## src/rtl/xl_pkg.sv

```systemverilog
package xl_pkg;

   typedef enum logic [2:0] {
      ST_IDLE   = 3'd0,
      ST_RD_DIR = 3'd1,
      ST_WR_DIR = 3'd2,
      ST_RD_TBL = 3'd3,
      ST_WR_TBL = 3'd4
   } walk_st_e;

   localparam int DEF_PRESENT_BIT  = 0;
   localparam int DEF_ACCESSED_BIT = 5;
   localparam int DEF_DIRTY_BIT    = 6;
   localparam int DEF_FAULT_VEC    = 14;

endpackage

```

## src/rtl/xl_xlate_cache.sv

```systemverilog
module xl_xlate_cache #(
   parameter int VPN_W    = 20,
   parameter int FRAME_W  = 20,
   parameter bit CACHE_EN = 1'b1
) (
   input  logic               clk,
   input  logic               rst_n,
   input  logic               flush,
   input  logic [VPN_W-1:0]   look_vpn,
   input  logic               look_wr,
   output logic               hit,
   output logic [FRAME_W-1:0] hit_pfn,
   input  logic               fill,
   input  logic [VPN_W-1:0]   fill_vpn,
   input  logic [FRAME_W-1:0] fill_pfn,
   input  logic               fill_dirty
);

   generate
      if (CACHE_EN) begin : g_cache
         logic               vld_q;
         logic               dty_q;
         logic [VPN_W-1:0]   vpn_q;
         logic [FRAME_W-1:0] pfn_q;

         always_ff @(posedge clk or negedge rst_n) begin
            if (!rst_n) begin
               vld_q <= 1'b0;
               dty_q <= 1'b0;
               vpn_q <= '0;
               pfn_q <= '0;
            end else if (flush) begin
               vld_q <= 1'b0;
            end else if (fill) begin
               vld_q <= 1'b1;
               dty_q <= fill_dirty;
               vpn_q <= fill_vpn;
               pfn_q <= fill_pfn;
            end
         end

         assign hit     = vld_q && (vpn_q == look_vpn) && (!look_wr || dty_q);
         assign hit_pfn = pfn_q;

         AST_FLUSH_EMPTIES: assert property (@(posedge clk) disable iff (!rst_n)
            flush |=> !hit) else $error("flush left a live entry");
      end else begin : g_nocache
         logic unused_cache_in;
         assign unused_cache_in = ^{flush, look_vpn, look_wr, fill, fill_vpn, fill_pfn, fill_dirty};
         assign hit     = 1'b0;
         assign hit_pfn = '0;
      end
   endgenerate

endmodule

```

## src/rtl/xl_fault_capture.sv

```systemverilog
module xl_fault_capture #(
   parameter int LA_W = 32
) (
   input  logic            clk,
   input  logic            rst_n,
   input  logic            evt,
   input  logic [LA_W-1:0] lin,
   output logic [LA_W-1:0] fault_addr
);

   always_ff @(posedge clk or negedge rst_n) begin
      if (!rst_n)   fault_addr <= '0;
      else if (evt) fault_addr <= lin;
   end

   AST_FAULT_LATCH: assert property (@(posedge clk) disable iff (!rst_n)
      evt |=> fault_addr == $past(lin)) else $error("fault address not captured");
   AST_FAULT_HOLD: assert property (@(posedge clk) disable iff (!rst_n)
      !evt |=> $stable(fault_addr)) else $error("fault address moved");

endmodule

```

## src/rtl/xl_walk_ctrl.sv

```systemverilog
module xl_walk_ctrl
   import xl_pkg::*;
#(
   parameter int LA_W         = 32,
   parameter int DIR_BITS     = 10,
   parameter int TBL_BITS     = 10,
   parameter int OFF_BITS     = 12,
   parameter int ENTRY_BYTES  = 4,
   parameter int PRESENT_BIT  = DEF_PRESENT_BIT,
   parameter int ACCESSED_BIT = DEF_ACCESSED_BIT,
   parameter int DIRTY_BIT    = DEF_DIRTY_BIT,
   parameter int VEC_W        = 8,
   parameter int FAULT_VEC    = DEF_FAULT_VEC,
   localparam int FRAME_W     = LA_W - OFF_BITS,
   localparam int VPN_W       = DIR_BITS + TBL_BITS
) (
   input  logic               clk,
   input  logic               rst_n,
   input  logic               req_valid,
   input  logic [LA_W-1:0]    req_lin,
   input  logic               req_write,
   input  logic               pg_en,
   input  logic [LA_W-1:0]    dir_base,
   input  logic               c_hit,
   input  logic [FRAME_W-1:0] c_pfn,
   output logic               c_fill,
   output logic [VPN_W-1:0]   c_fill_vpn,
   output logic [FRAME_W-1:0] c_fill_pfn,
   output logic               c_fill_dirty,
   output logic               fault_evt,
   output logic [LA_W-1:0]    fault_lin,
   output logic               done_o,
   output logic               fault_o,
   output logic [VEC_W-1:0]   vec_o,
   output logic [LA_W-1:0]    phys_o,
   output logic               mem_req,
   output logic               mem_we,
   output logic [LA_W-1:0]    mem_addr,
   output logic [LA_W-1:0]    mem_wdata,
   input  logic [LA_W-1:0]    mem_rdata,
   input  logic               mem_ready
);

   localparam int ENT_LSB = $clog2(ENTRY_BYTES);
   localparam logic [LA_W-1:0] A_MASK = LA_W'(1) << ACCESSED_BIT;
   localparam logic [LA_W-1:0] D_MASK = LA_W'(1) << DIRTY_BIT;

   initial begin
      assert (DIR_BITS + TBL_BITS + OFF_BITS == LA_W) else $error("address split does not cover LA_W");
      assert (DIR_BITS + ENT_LSB == OFF_BITS) else $error("directory must fill one frame");
      assert (TBL_BITS + ENT_LSB == OFF_BITS) else $error("table must fill one frame");
      assert (FAULT_VEC < (1 << VEC_W)) else $error("fault vector does not fit");
      assert (PRESENT_BIT < OFF_BITS && ACCESSED_BIT < OFF_BITS && DIRTY_BIT < OFF_BITS)
         else $error("flag bits must lie below the frame field");
   end

   walk_st_e           st;
   logic [LA_W-1:0]    lin_q;
   logic               wr_q;
   logic [FRAME_W-1:0] base_q;
   logic [FRAME_W-1:0] tbl_q;
   logic [LA_W-1:0]    ent_q;
   logic [LA_W-1:0]    leaf_new;
   logic [LA_W-1:0]    leaf_word;
   logic               rd_phase;
   logic               entry_absent;
   logic               leaf_ok_nowb;

   logic unused_base;
   assign unused_base = ^dir_base[OFF_BITS-1:0];

   assign rd_phase     = (st == ST_RD_DIR) || (st == ST_RD_TBL);
   assign entry_absent = !mem_rdata[PRESENT_BIT];
   assign leaf_new     = mem_rdata | A_MASK | (wr_q ? D_MASK : '0);
   assign leaf_ok_nowb = (st == ST_RD_TBL) && mem_ready && !entry_absent && (leaf_new == mem_rdata);
   assign leaf_word    = (st == ST_WR_TBL) ? ent_q : leaf_new;

   // memory side is a pure function of state, so it holds while waiting
   always_comb begin
      mem_req   = (st != ST_IDLE);
      mem_we    = (st == ST_WR_DIR) || (st == ST_WR_TBL);
      mem_wdata = ent_q;
      if ((st == ST_RD_DIR) || (st == ST_WR_DIR))
         mem_addr = {base_q, lin_q[LA_W-1 -: DIR_BITS], {ENT_LSB{1'b0}}};
      else
         mem_addr = {tbl_q, lin_q[OFF_BITS+TBL_BITS-1 -: TBL_BITS], {ENT_LSB{1'b0}}};
   end

   assign fault_evt    = rd_phase && mem_ready && entry_absent;
   assign fault_lin    = lin_q;
   assign c_fill       = leaf_ok_nowb || ((st == ST_WR_TBL) && mem_ready);
   assign c_fill_vpn   = lin_q[LA_W-1 -: VPN_W];
   assign c_fill_pfn   = leaf_word[LA_W-1 -: FRAME_W];
   assign c_fill_dirty = leaf_word[DIRTY_BIT];

   always_ff @(posedge clk or negedge rst_n) begin
      if (!rst_n) begin
         st      <= ST_IDLE;
         lin_q   <= '0;
         wr_q    <= 1'b0;
         base_q  <= '0;
         tbl_q   <= '0;
         ent_q   <= '0;
         done_o  <= 1'b0;
         fault_o <= 1'b0;
         vec_o   <= '0;
         phys_o  <= '0;
      end else begin
         done_o  <= 1'b0;
         fault_o <= 1'b0;
         vec_o   <= '0;
         case (st)
            ST_IDLE: begin
               if (req_valid) begin
                  lin_q  <= req_lin;
                  wr_q   <= req_write;
                  base_q <= dir_base[LA_W-1 -: FRAME_W];
                  if (!pg_en) begin
                     done_o <= 1'b1;
                     phys_o <= req_lin;
                  end else if (c_hit) begin
                     done_o <= 1'b1;
                     phys_o <= {c_pfn, req_lin[OFF_BITS-1:0]};
                  end else begin
                     st <= ST_RD_DIR;
                  end
               end
            end
            ST_RD_DIR: begin
               if (mem_ready) begin
                  if (entry_absent) begin
                     done_o  <= 1'b1;
                     fault_o <= 1'b1;
                     vec_o   <= VEC_W'(FAULT_VEC);
                     phys_o  <= '0;
                     st      <= ST_IDLE;
                  end else begin
                     tbl_q <= mem_rdata[LA_W-1 -: FRAME_W];
                     ent_q <= mem_rdata | A_MASK;
                     st    <= mem_rdata[ACCESSED_BIT] ? ST_RD_TBL : ST_WR_DIR;
                  end
               end
            end
            ST_WR_DIR: begin
               if (mem_ready) st <= ST_RD_TBL;
            end
            ST_RD_TBL: begin
               if (mem_ready) begin
                  if (entry_absent) begin
                     done_o  <= 1'b1;
                     fault_o <= 1'b1;
                     vec_o   <= VEC_W'(FAULT_VEC);
                     phys_o  <= '0;
                     st      <= ST_IDLE;
                  end else begin
                     ent_q <= leaf_new;
                     if (leaf_new == mem_rdata) begin
                        done_o <= 1'b1;
                        phys_o <= {leaf_new[LA_W-1 -: FRAME_W], lin_q[OFF_BITS-1:0]};
                        st     <= ST_IDLE;
                     end else begin
                        st <= ST_WR_TBL;
                     end
                  end
               end
            end
            ST_WR_TBL: begin
               if (mem_ready) begin
                  done_o <= 1'b1;
                  phys_o <= {ent_q[LA_W-1 -: FRAME_W], lin_q[OFF_BITS-1:0]};
                  st     <= ST_IDLE;
               end
            end
            default: st <= ST_IDLE;
         endcase
      end
   end

   AST_BYPASS_PASS: assert property (@(posedge clk) disable iff (!rst_n)
      (st == ST_IDLE && req_valid && !pg_en) |=> done_o && !fault_o && phys_o == $past(req_lin))
      else $error("bypass result wrong");
   AST_MEM_HOLD: assert property (@(posedge clk) disable iff (!rst_n)
      (mem_req && !mem_ready) |=> mem_req && $stable(mem_addr) && $stable(mem_we) && $stable(mem_wdata))
      else $error("memory request changed while waiting");
   AST_WB_MARKS_A: assert property (@(posedge clk) disable iff (!rst_n)
      (mem_req && mem_we) |-> mem_wdata[ACCESSED_BIT] && mem_wdata[PRESENT_BIT])
      else $error("write-back without accessed flag");
   AST_DIRTY_LEAF: assert property (@(posedge clk) disable iff (!rst_n)
      (st == ST_WR_TBL && wr_q) |-> mem_wdata[DIRTY_BIT])
      else $error("write walk did not mark leaf dirty");
   AST_FAULT_VEC: assert property (@(posedge clk) disable iff (!rst_n)
      fault_o |-> done_o && vec_o == VEC_W'(FAULT_VEC))
      else $error("fault without done or wrong vector");
   AST_HIT_NO_MEM: assert property (@(posedge clk) disable iff (!rst_n)
      (st == ST_IDLE && req_valid && pg_en && c_hit) |=> done_o && !mem_req)
      else $error("cache hit touched memory");

endmodule

```

## src/rtl/xl_pagewalk.sv

```systemverilog
module xl_pagewalk
   import xl_pkg::*;
#(
   parameter int LA_W         = 32,
   parameter int DIR_BITS     = 10,
   parameter int TBL_BITS     = 10,
   parameter int OFF_BITS     = 12,
   parameter int ENTRY_BYTES  = 4,
   parameter int PRESENT_BIT  = DEF_PRESENT_BIT,
   parameter int ACCESSED_BIT = DEF_ACCESSED_BIT,
   parameter int DIRTY_BIT    = DEF_DIRTY_BIT,
   parameter int VEC_W        = 8,
   parameter int FAULT_VEC    = DEF_FAULT_VEC,
   parameter bit CACHE_EN     = 1'b1
) (
   input  logic             clk,
   input  logic             rst_n,
   input  logic             req_valid,
   input  logic [LA_W-1:0]  req_lin,
   input  logic             req_write,
   input  logic             pg_en,
   input  logic [LA_W-1:0]  dir_base,
   input  logic             dir_base_wr,
   output logic             done,
   output logic             fault,
   output logic [VEC_W-1:0] fault_vec,
   output logic [LA_W-1:0]  fault_addr,
   output logic [LA_W-1:0]  phys_addr,
   output logic             mem_req,
   output logic             mem_we,
   output logic [LA_W-1:0]  mem_addr,
   output logic [LA_W-1:0]  mem_wdata,
   input  logic [LA_W-1:0]  mem_rdata,
   input  logic             mem_ready
);

   localparam int FRAME_W = LA_W - OFF_BITS;
   localparam int VPN_W   = DIR_BITS + TBL_BITS;

   logic               c_hit;
   logic [FRAME_W-1:0] c_pfn;
   logic               c_fill;
   logic [VPN_W-1:0]   c_fill_vpn;
   logic [FRAME_W-1:0] c_fill_pfn;
   logic               c_fill_dirty;
   logic               f_evt;
   logic [LA_W-1:0]    f_lin;

   xl_xlate_cache #(
      .VPN_W   (VPN_W),
      .FRAME_W (FRAME_W),
      .CACHE_EN(CACHE_EN)
   ) u_cache (
      .clk       (clk),
      .rst_n     (rst_n),
      .flush     (dir_base_wr),
      .look_vpn  (req_lin[LA_W-1 -: VPN_W]),
      .look_wr   (req_write),
      .hit       (c_hit),
      .hit_pfn   (c_pfn),
      .fill      (c_fill),
      .fill_vpn  (c_fill_vpn),
      .fill_pfn  (c_fill_pfn),
      .fill_dirty(c_fill_dirty)
   );

   xl_walk_ctrl #(
      .LA_W        (LA_W),
      .DIR_BITS    (DIR_BITS),
      .TBL_BITS    (TBL_BITS),
      .OFF_BITS    (OFF_BITS),
      .ENTRY_BYTES (ENTRY_BYTES),
      .PRESENT_BIT (PRESENT_BIT),
      .ACCESSED_BIT(ACCESSED_BIT),
      .DIRTY_BIT   (DIRTY_BIT),
      .VEC_W       (VEC_W),
      .FAULT_VEC   (FAULT_VEC)
   ) u_walk (
      .clk         (clk),
      .rst_n       (rst_n),
      .req_valid   (req_valid),
      .req_lin     (req_lin),
      .req_write   (req_write),
      .pg_en       (pg_en),
      .dir_base    (dir_base),
      .c_hit       (c_hit),
      .c_pfn       (c_pfn),
      .c_fill      (c_fill),
      .c_fill_vpn  (c_fill_vpn),
      .c_fill_pfn  (c_fill_pfn),
      .c_fill_dirty(c_fill_dirty),
      .fault_evt   (f_evt),
      .fault_lin   (f_lin),
      .done_o      (done),
      .fault_o     (fault),
      .vec_o       (fault_vec),
      .phys_o      (phys_addr),
      .mem_req     (mem_req),
      .mem_we      (mem_we),
      .mem_addr    (mem_addr),
      .mem_wdata   (mem_wdata),
      .mem_rdata   (mem_rdata),
      .mem_ready   (mem_ready)
   );

   xl_fault_capture #(
      .LA_W(LA_W)
   ) u_fault (
      .clk       (clk),
      .rst_n     (rst_n),
      .evt       (f_evt),
      .lin       (f_lin),
      .fault_addr(fault_addr)
   );

endmodule

```

## config.mk

```make
export PLATFORM = sky130hd
export DESIGN_NAME = xl_pagewalk
export DESIGN_NICKNAME = d
export VERILOG_FILES = /design/src/rtl/xl_pkg.sv /design/src/rtl/xl_xlate_cache.sv /design/src/rtl/xl_fault_capture.sv /design/src/rtl/xl_walk_ctrl.sv /design/src/rtl/xl_pagewalk.sv
export SDC_FILE = /design/constraint.sdc
export NUM_CORES = 1
export LEC_CHECK = 0
export CAP_MARGIN = 20
export CORE_AREA = 2 2 143 180
export DETAILED_ROUTE_END_ITERATION = 8
export DIE_AREA = 0 0 145 182
export GPL_TIMING_DRIVEN = 0
export PLACE_DENSITY = 0.66
export SLEW_MARGIN = 25
export SYNTH_ARGS = -nofsm -noshare
export SYNTH_HDL_FRONTEND = slang
export SYNTH_SLANG_ARGS = --single-unit
```

## constraint.sdc

```tcl
create_clock -name clk -period 3.38 [get_ports clk]
set_clock_uncertainty 0.2 [all_clocks]
set_input_delay 0.676 -clock clk [delete_from_list [all_inputs] [get_ports clk]]
set_output_delay 0.676 -clock clk [all_outputs]
set_load 0.01 [all_outputs]
```

* Word-level counts from Yosys, hierarchy flattened *
Index checks and enable logic that the tools add are counted.

word-level totals
  output and inout bits = 140
  flip-flop bits (word level) = 224
  input port bits = 103
  word-level logic and storage cells = 108

operators by class
  muxes and demuxes = 46
  equality and inequality tests = 18
  reductions and logical operators = 27
  bitwise gates (word level) = 2

operator list
  operator            count
  $mux 32             15
  $pmux 32 s4         1
  $pmux 32 s2         1
  $eq 32x32->1        1
  $or 32x32->32       1
  $mux 3              10
  $eq 20x20->1        1
  $ne 2x2->1 const B  10
  $mux 8              2
  $pmux 3 s5          1
  $mux 1              13
  $logic_and 1x1->1   8
  $reduce_and 8->1    1
  $mux 7              1
  $reduce_and 7->1    1
  $eq 3x2->1 const B  2
  $ne 3x3->1 const B  2
  $logic_or 1x1->1    5
  $reduce_and 5->1    1
  $mux 4              1
  $pmux 1 s4          1
  $reduce_and 2->1    2
  $reduce_bool 2->1   2
  $reduce_bool 4->1   1
  8 further kinds     9

* Depth between registers and ports, before layout *
  word-level depth = 7
  depth in mapped cells = 10
  depth with buffers taken out = 6

* Cells and area by module *
A second synthesis with hierarchy kept.

second synthesis, totals
  cells, all modules = 744
  area, all modules = 10053.4 um^2

by module, submodules not included
  module            times used  cells each  sequential area each (um^2)  area each (um^2)
  xl_walk_ctrl      1           557         3553.4                       6926.6
  xl_xlate_cache    1           119         1051.0                       1781.7
  xl_fault_capture  1           68          800.8                        1345.0

* Worst setup path before layout *
Ideal clock, no wire load.

  path kind = input-to-reg
  start point = in req_lin[16]
  end point = reg u_walk.phys_o[10]
  required time = 3055 ps
  slack = 784 ps
  cell stages on the path = 8
  arrival time = 2271 ps
  buffers on the path = 2
  library setup time = 125 ps
  path through = nor2b_1 a2111o_1 nor4_2 nand4_1 o31a_1 buf_6 buf_6 mux2_4

between the ends
  cells in the longest elaborated chain, start to end = 5

ends and longest elaborated chain
  what                             line                  RTL
  start, declared                  xl_pagewalk.sv:19     input logic [LA_W-1:0] req_lin,
  $eq 20x20->1                     xl_xlate_cache.sv:42  assign hit = vld_q && (vpn_q == look_vpn) && (!look_wr || dty_q);
  $logic_and 1x1->1 (2 in series)  xl_xlate_cache.sv:42
  $ne 3x3->1 (no line)             n/a
  $reduce_and 8->1 (no line)       n/a
  end signal, assigned             xl_walk_ctrl.sv:120   phys_o <= req_lin;
  end signal, assigned             xl_walk_ctrl.sv:123   phys_o <= {c_pfn, req_lin[OFF_BITS-1:0]};
  end signal, assigned             xl_walk_ctrl.sv:159   phys_o <= {leaf_new[LA_W-1 -: FRAME_W], lin_q[OFF_BITS-1:0]};
  end, declared                    xl_walk_ctrl.sv:35    output logic [LA_W-1:0] phys_o,

No other way between the ends.
A chain may end at the register's enable or synchronous reset.

* Worst setup path in the final report *
  start point = reg u_walk.st[0]
  end point = out mem_addr[6]

between the ends
  cells in the longest elaborated chain, start to end = 3
  elaborated cells between the ends (all ways) = 4
  those cells by class = 2 x eq/ne; 1 x mux; 1 x reduce/logical

ends and longest elaborated chain
  what                                      line                 RTL
  start, declared                           xl_walk_ctrl.sv:57   walk_st_e st;
  start signal, assigned                    xl_walk_ctrl.sv:140  st <= mem_rdata[ACCESSED_BIT] ? ST_RD_TBL : ST_WR_DIR;
  $eq 3x1->1 or $eq 3x2->1 (tied branches)  xl_walk_ctrl.sv:83   if ((st == ST_RD_DIR) || (st == ST_WR_DIR))
  $logic_or 1x1->1 *                        xl_walk_ctrl.sv:83
  $mux 32 *                                 xl_walk_ctrl.sv:83
  end, declared                             xl_pagewalk.sv:31    output logic [LA_W-1:0] mem_addr,

Every way passes the cells marked *; elsewhere a longest branch is shown, timed or not.

==> summary.md <==
| Metric | Value |
|---|---|
| WL final | `27.8 mm` |
| Top cell type's share of synthesized area | `55.7%` |
| Worst-path cell chain | `clkbuf_4 -> xnor2_2 -> nor2_4 -> buf_12 -> clkbuf_16 -> mux2_2 -> clkdlybuf4s50_1` |
| Worst-skew pair later-pin latency | `500 ps` |
| Wire per inst | `19.2 um` |
| P&R area growth vs syn | `37.3%` |
| Xor/xnor share of the synthesized area | `1.35%` |
| Critical path arrival | `2420 ps` |
| Fmax | `303 MHz` |
| GPL Wtd Cong | `0.855` |
| Status | `completed` |
| Pwr Total | `12.6 mW` |
| Flop-to-flop setup slack | `580 ps` |
| Pre-antenna DRT Iters | `4` |
| Mean Syn Cell Area | `11.6 um^2` |
| Max-slew headroom | `46.8%` |
| Synth Area in Compound Gates | `6.01%` |
| Setup CP Type | `flop to primary output` |
| Synth Area in Simple Gates | `11.1%` |
| Clk root buf | `clkbuf_16` |
| Via count | `7219` |
| Worst-margin pin slew | `799 ps` |
| Period utilization | `97.6%` |
| Global route overflow | `0` |
| Switching Share | `33.5%` |
| Net switching power | `4.23 mW` |
| Clock power share | `19.5%` |
| Seq cells post-synth | `216` |
| DRC | `0` |
| Fin util | `53.7%` |
| Sequential area share after synthesis | `55.7%` |
| Die area | `26400 um^2` |
| Vias per Instance | `5.00` |
| Final setup fails | `0` |
| Max Root-Sink Buffers | `3` |
| CP max FO | `10` |
| Initial antenna violation count | `1` |
| Critical path's largest stage delay | `470 ps` |
| Row cnt | `65` |
| Clock transition at path regs | `60 ps` |
| Synth top area cells | `dfrtp_1 (56%), nand2_1 (8.4%), mux2_2 (7.9%)` |
| Placeable core region | `24800 um^2` |
| Nets | `1199` |
| Post-synthesis adder-cell area fraction | `0%` |
| First-pass GRT wire length | `42.5 mm` |
| Die Span X | `145 um` |
| Fillcell total | `2217` |
| Synth unique cells | `46` |
| Design internal power | `8.40 mW` |
| Post-synth EDFFs | `0` |
| Fraction of layout cells with a size suffix above 1 | `15.6%` |
| IO buf count | `220` |
| Mapped Area | `9700 um^2` |
| CP endpoint kind | `primary output` |
| PwrDens | `947 nW/um^2` |
| Critical path startpoint category | `flop` |
| Post-synth ARST share | `100%` |
| Total CTS buffers | `23` |
| Starting Density | `39.1%` |
| Peak supply drop | `632 uV` |
| Number of global-route vias before repair | `7464` |
| Max Transition Viols Final | `0` |
| Synth Warn # | `0` |
| Post-synthesis mux area share | `22.1%` |
| Reg power frac | `35.4%` |
| Gate Count Post-Synth | `838` |
| Maxcap violations | `0` |
| Area leader, netlist | `dfrtp_1` |
| Clock Sink Count | `216` |
| Min-Delay Path Class | `flop to flop` |
| CP max stage cell | `clkdlybuf4s50_1` |
| Largest net degree at the start of global routing | `84` |
| GRT Total Usage | `20.6%` |
| Fin crit period | `3300 ps` |
| DP Wirelength | `20.1 mm` |
| Leakage power | `6.44 nW` |
| H-tree Lvls | `1` |
| Chip height | `182 um` |
| Fin. Hold Viols | `0` |
| Worst hold slack | `266 ps` |
| CTS tree | `done` |
| Largest family of logic cells by synthesized area | `multiplexers` |
| Ys flop type | `dfrtp_1` |
| Iter 0 DRT Violations | `395` |
| IO Pins | `243` |
| Logic pwr share | `45.1%` |
| Worst EP required | `2500 ps` |
| Routed Antenna Nets | `0` |
## worst max-delay path, delay by kind of cell, from the launching register on
| kind | cells | cell delay [ps] |
|---|---|---|
| muxes | 1 | 330 |
| xor gates and xnor gates | 1 | 160 |
| buffers and inverters | 4 | 940 |
| DFF | 1 | 360 |
| and+or+nand+nor | 1 | 130 |
## routing by layer
metal | routed length, um | GRT usage (%) | vias to the layer above | share of wire [%]
met4 | 1070 | 8.16 | 0 | 3.8
met2 | 13900 | 35.7 | 198 | 50
li1 | - | - | 3365 | -
met3 | 1700 | 4.15 | 50 | 6.1
met5 | 0 | 0 | - | 0
met1 | 11100 | 25.4 | 3606 | 40
## per-stage QoR
step | cell area, um^2 | setup WS (ps) | setup TNS, ps | cells
final | 13300 | 82.7 | 0 | 1445
after global routing | 13300 | -4.01 | -4.01 | 1444
after CTS | 13200 | -38.1 | -179 | 1439
after detailed placement | 12400 | -230 | -6520 | 1401
after global placement | 12300 | -8010 | -1730270 | 1399
after floorplan | 9730 | 784 | 0 | 844
## power by group through the flow
| stage | Sequential (mW) | Clock, mW | Combinational [mW] |
|---|---|---|---|
| 4_1_cts | 4.47 | 2.52 | 5.60 |
| 5_1_grt | 4.62 | 2.63 | 6.13 |
| 2_1_floorplan | 4.52 | 0 | 2.71 |
| 6_report | 4.47 | 2.46 | 5.69 |
| 3_5_place_dp | 4.49 | 0 | 5.55 |
| 3_3_place_gp | 4.46 | 0 | 5.48 |
## cells by family (layout without fill, tap and decap cells)
kind of cell,count (synthesis),after routing
compound gates,82,82
xor+xnor,15,15
buf+inv,73,338
flops,216,216
mux,183,183
other cells,1,8
simple gates,268,268
## state kept, by name, summed over array words and instances, names as in the netlist, 20 cells and up
name	flops
u_cache.g_cache.vpn_q	20
u_cache.hit_pfn	20
u_fault.fault_addr	32
u_walk.base_q	20
u_walk.fault_lin	32
u_walk.mem_wdata	32
u_walk.phys_o	32
u_walk.tbl_q	20
## worst paths after layout
| kind | startpoint | endpoint | cells past startpoint |
|---|---|---|---|
| min in group asynchronous | rst_n | u_walk.base_q[12]$_DFFE_PN0P_ | 2 |
| setup reg to reg | u_walk.st[2]$_DFFE_PN0P_ | u_cache.g_cache.vpn_q[16]$_DFFE_PN0P_ | 7 |
| hold / removal | u_walk.mem_wdata[0]$_DFFE_PN0P_ | u_walk.mem_wdata[0]$_DFFE_PN0P_ | 1 |
| setup / recovery | u_walk.st[0]$_DFFE_PN0P_ | mem_addr[6] | 7 |
| hold reg to reg | u_walk.mem_wdata[0]$_DFFE_PN0P_ | u_walk.mem_wdata[0]$_DFFE_PN0P_ | 1 |
| max in group asynchronous | rst_n | u_walk.phys_o[11]$_DFFE_PN0P_ | 4 |
## area by class of cell
class                      instances  area (um^2)  share of cell area [%]
sequential                       216         5410                    40.6
multi-input combinational        555         3990                    29.9
timing repair buffer             228         2410                    18.1
clock buffer                      31          636                    4.77
tap                              335          419                    3.15
buffer                            60          334                    2.51
clock inverter                     7         85.1                   0.638
inverter                          12         45.0                   0.338
antenna                            1         2.50                  0.0188
## synth_stat cells (3+ instances only)
cell type and number:
dfrtp_1 216, a22o_1 12, nand2b_1 6, buf_2 10
mux2_1 66, mux2_2 68, inv_1 10, o21ai_0 6
nor2_1 27, mux2i_1 20, buf_6 4, clkbuf_1 31
nand2_1 216, nor2b_1 4, xor2_1 10, buf_1 6
buf_4 10, xnor2_1 5, a21oi_1 3, a31oi_1 22
mux2_4 29, o21ai_1 3, o211ai_1 22
## placed cells by master, fill, tap and decap left out, types with 3 or more instances in the layout
cell type,Yosys,final
clkbuf_8,0,3
clkinv_2,0,5
mux2i_1,20,20
buf_4,10,13
a31oi_1,22,22
clkbuf_1,31,36
a22o_1,12,12
inv_1,10,10
mux2_2,68,68
buf_2,10,9
o21ai_1,3,3
nand2b_1,6,6
nand2_1,216,216
xor2_1,10,10
nor2_1,27,26
nor2b_1,4,4
clkdlybuf4s50_1,0,190
mux2_4,29,29
buf_6,4,6
a21oi_1,3,3
xnor2_1,5,4
dlymetal6s2s_1,0,29
o211ai_1,22,22
o21ai_0,6,6
clkbuf_16,0,24
dfrtp_1,216,215
conb_1,1,7
mux2_1,66,66
## timing repair
action	4_1_cts	5_1_grt
buffers inserted	0	3
gates resized for setup	8	38
gates cloned	0	2
setup endpoints to repair	30	30
hold buffers	1	0
hold endpoints to repair	52	0
pin swaps	0	1
No activity file was read; power rests on OpenSTA's default activity.
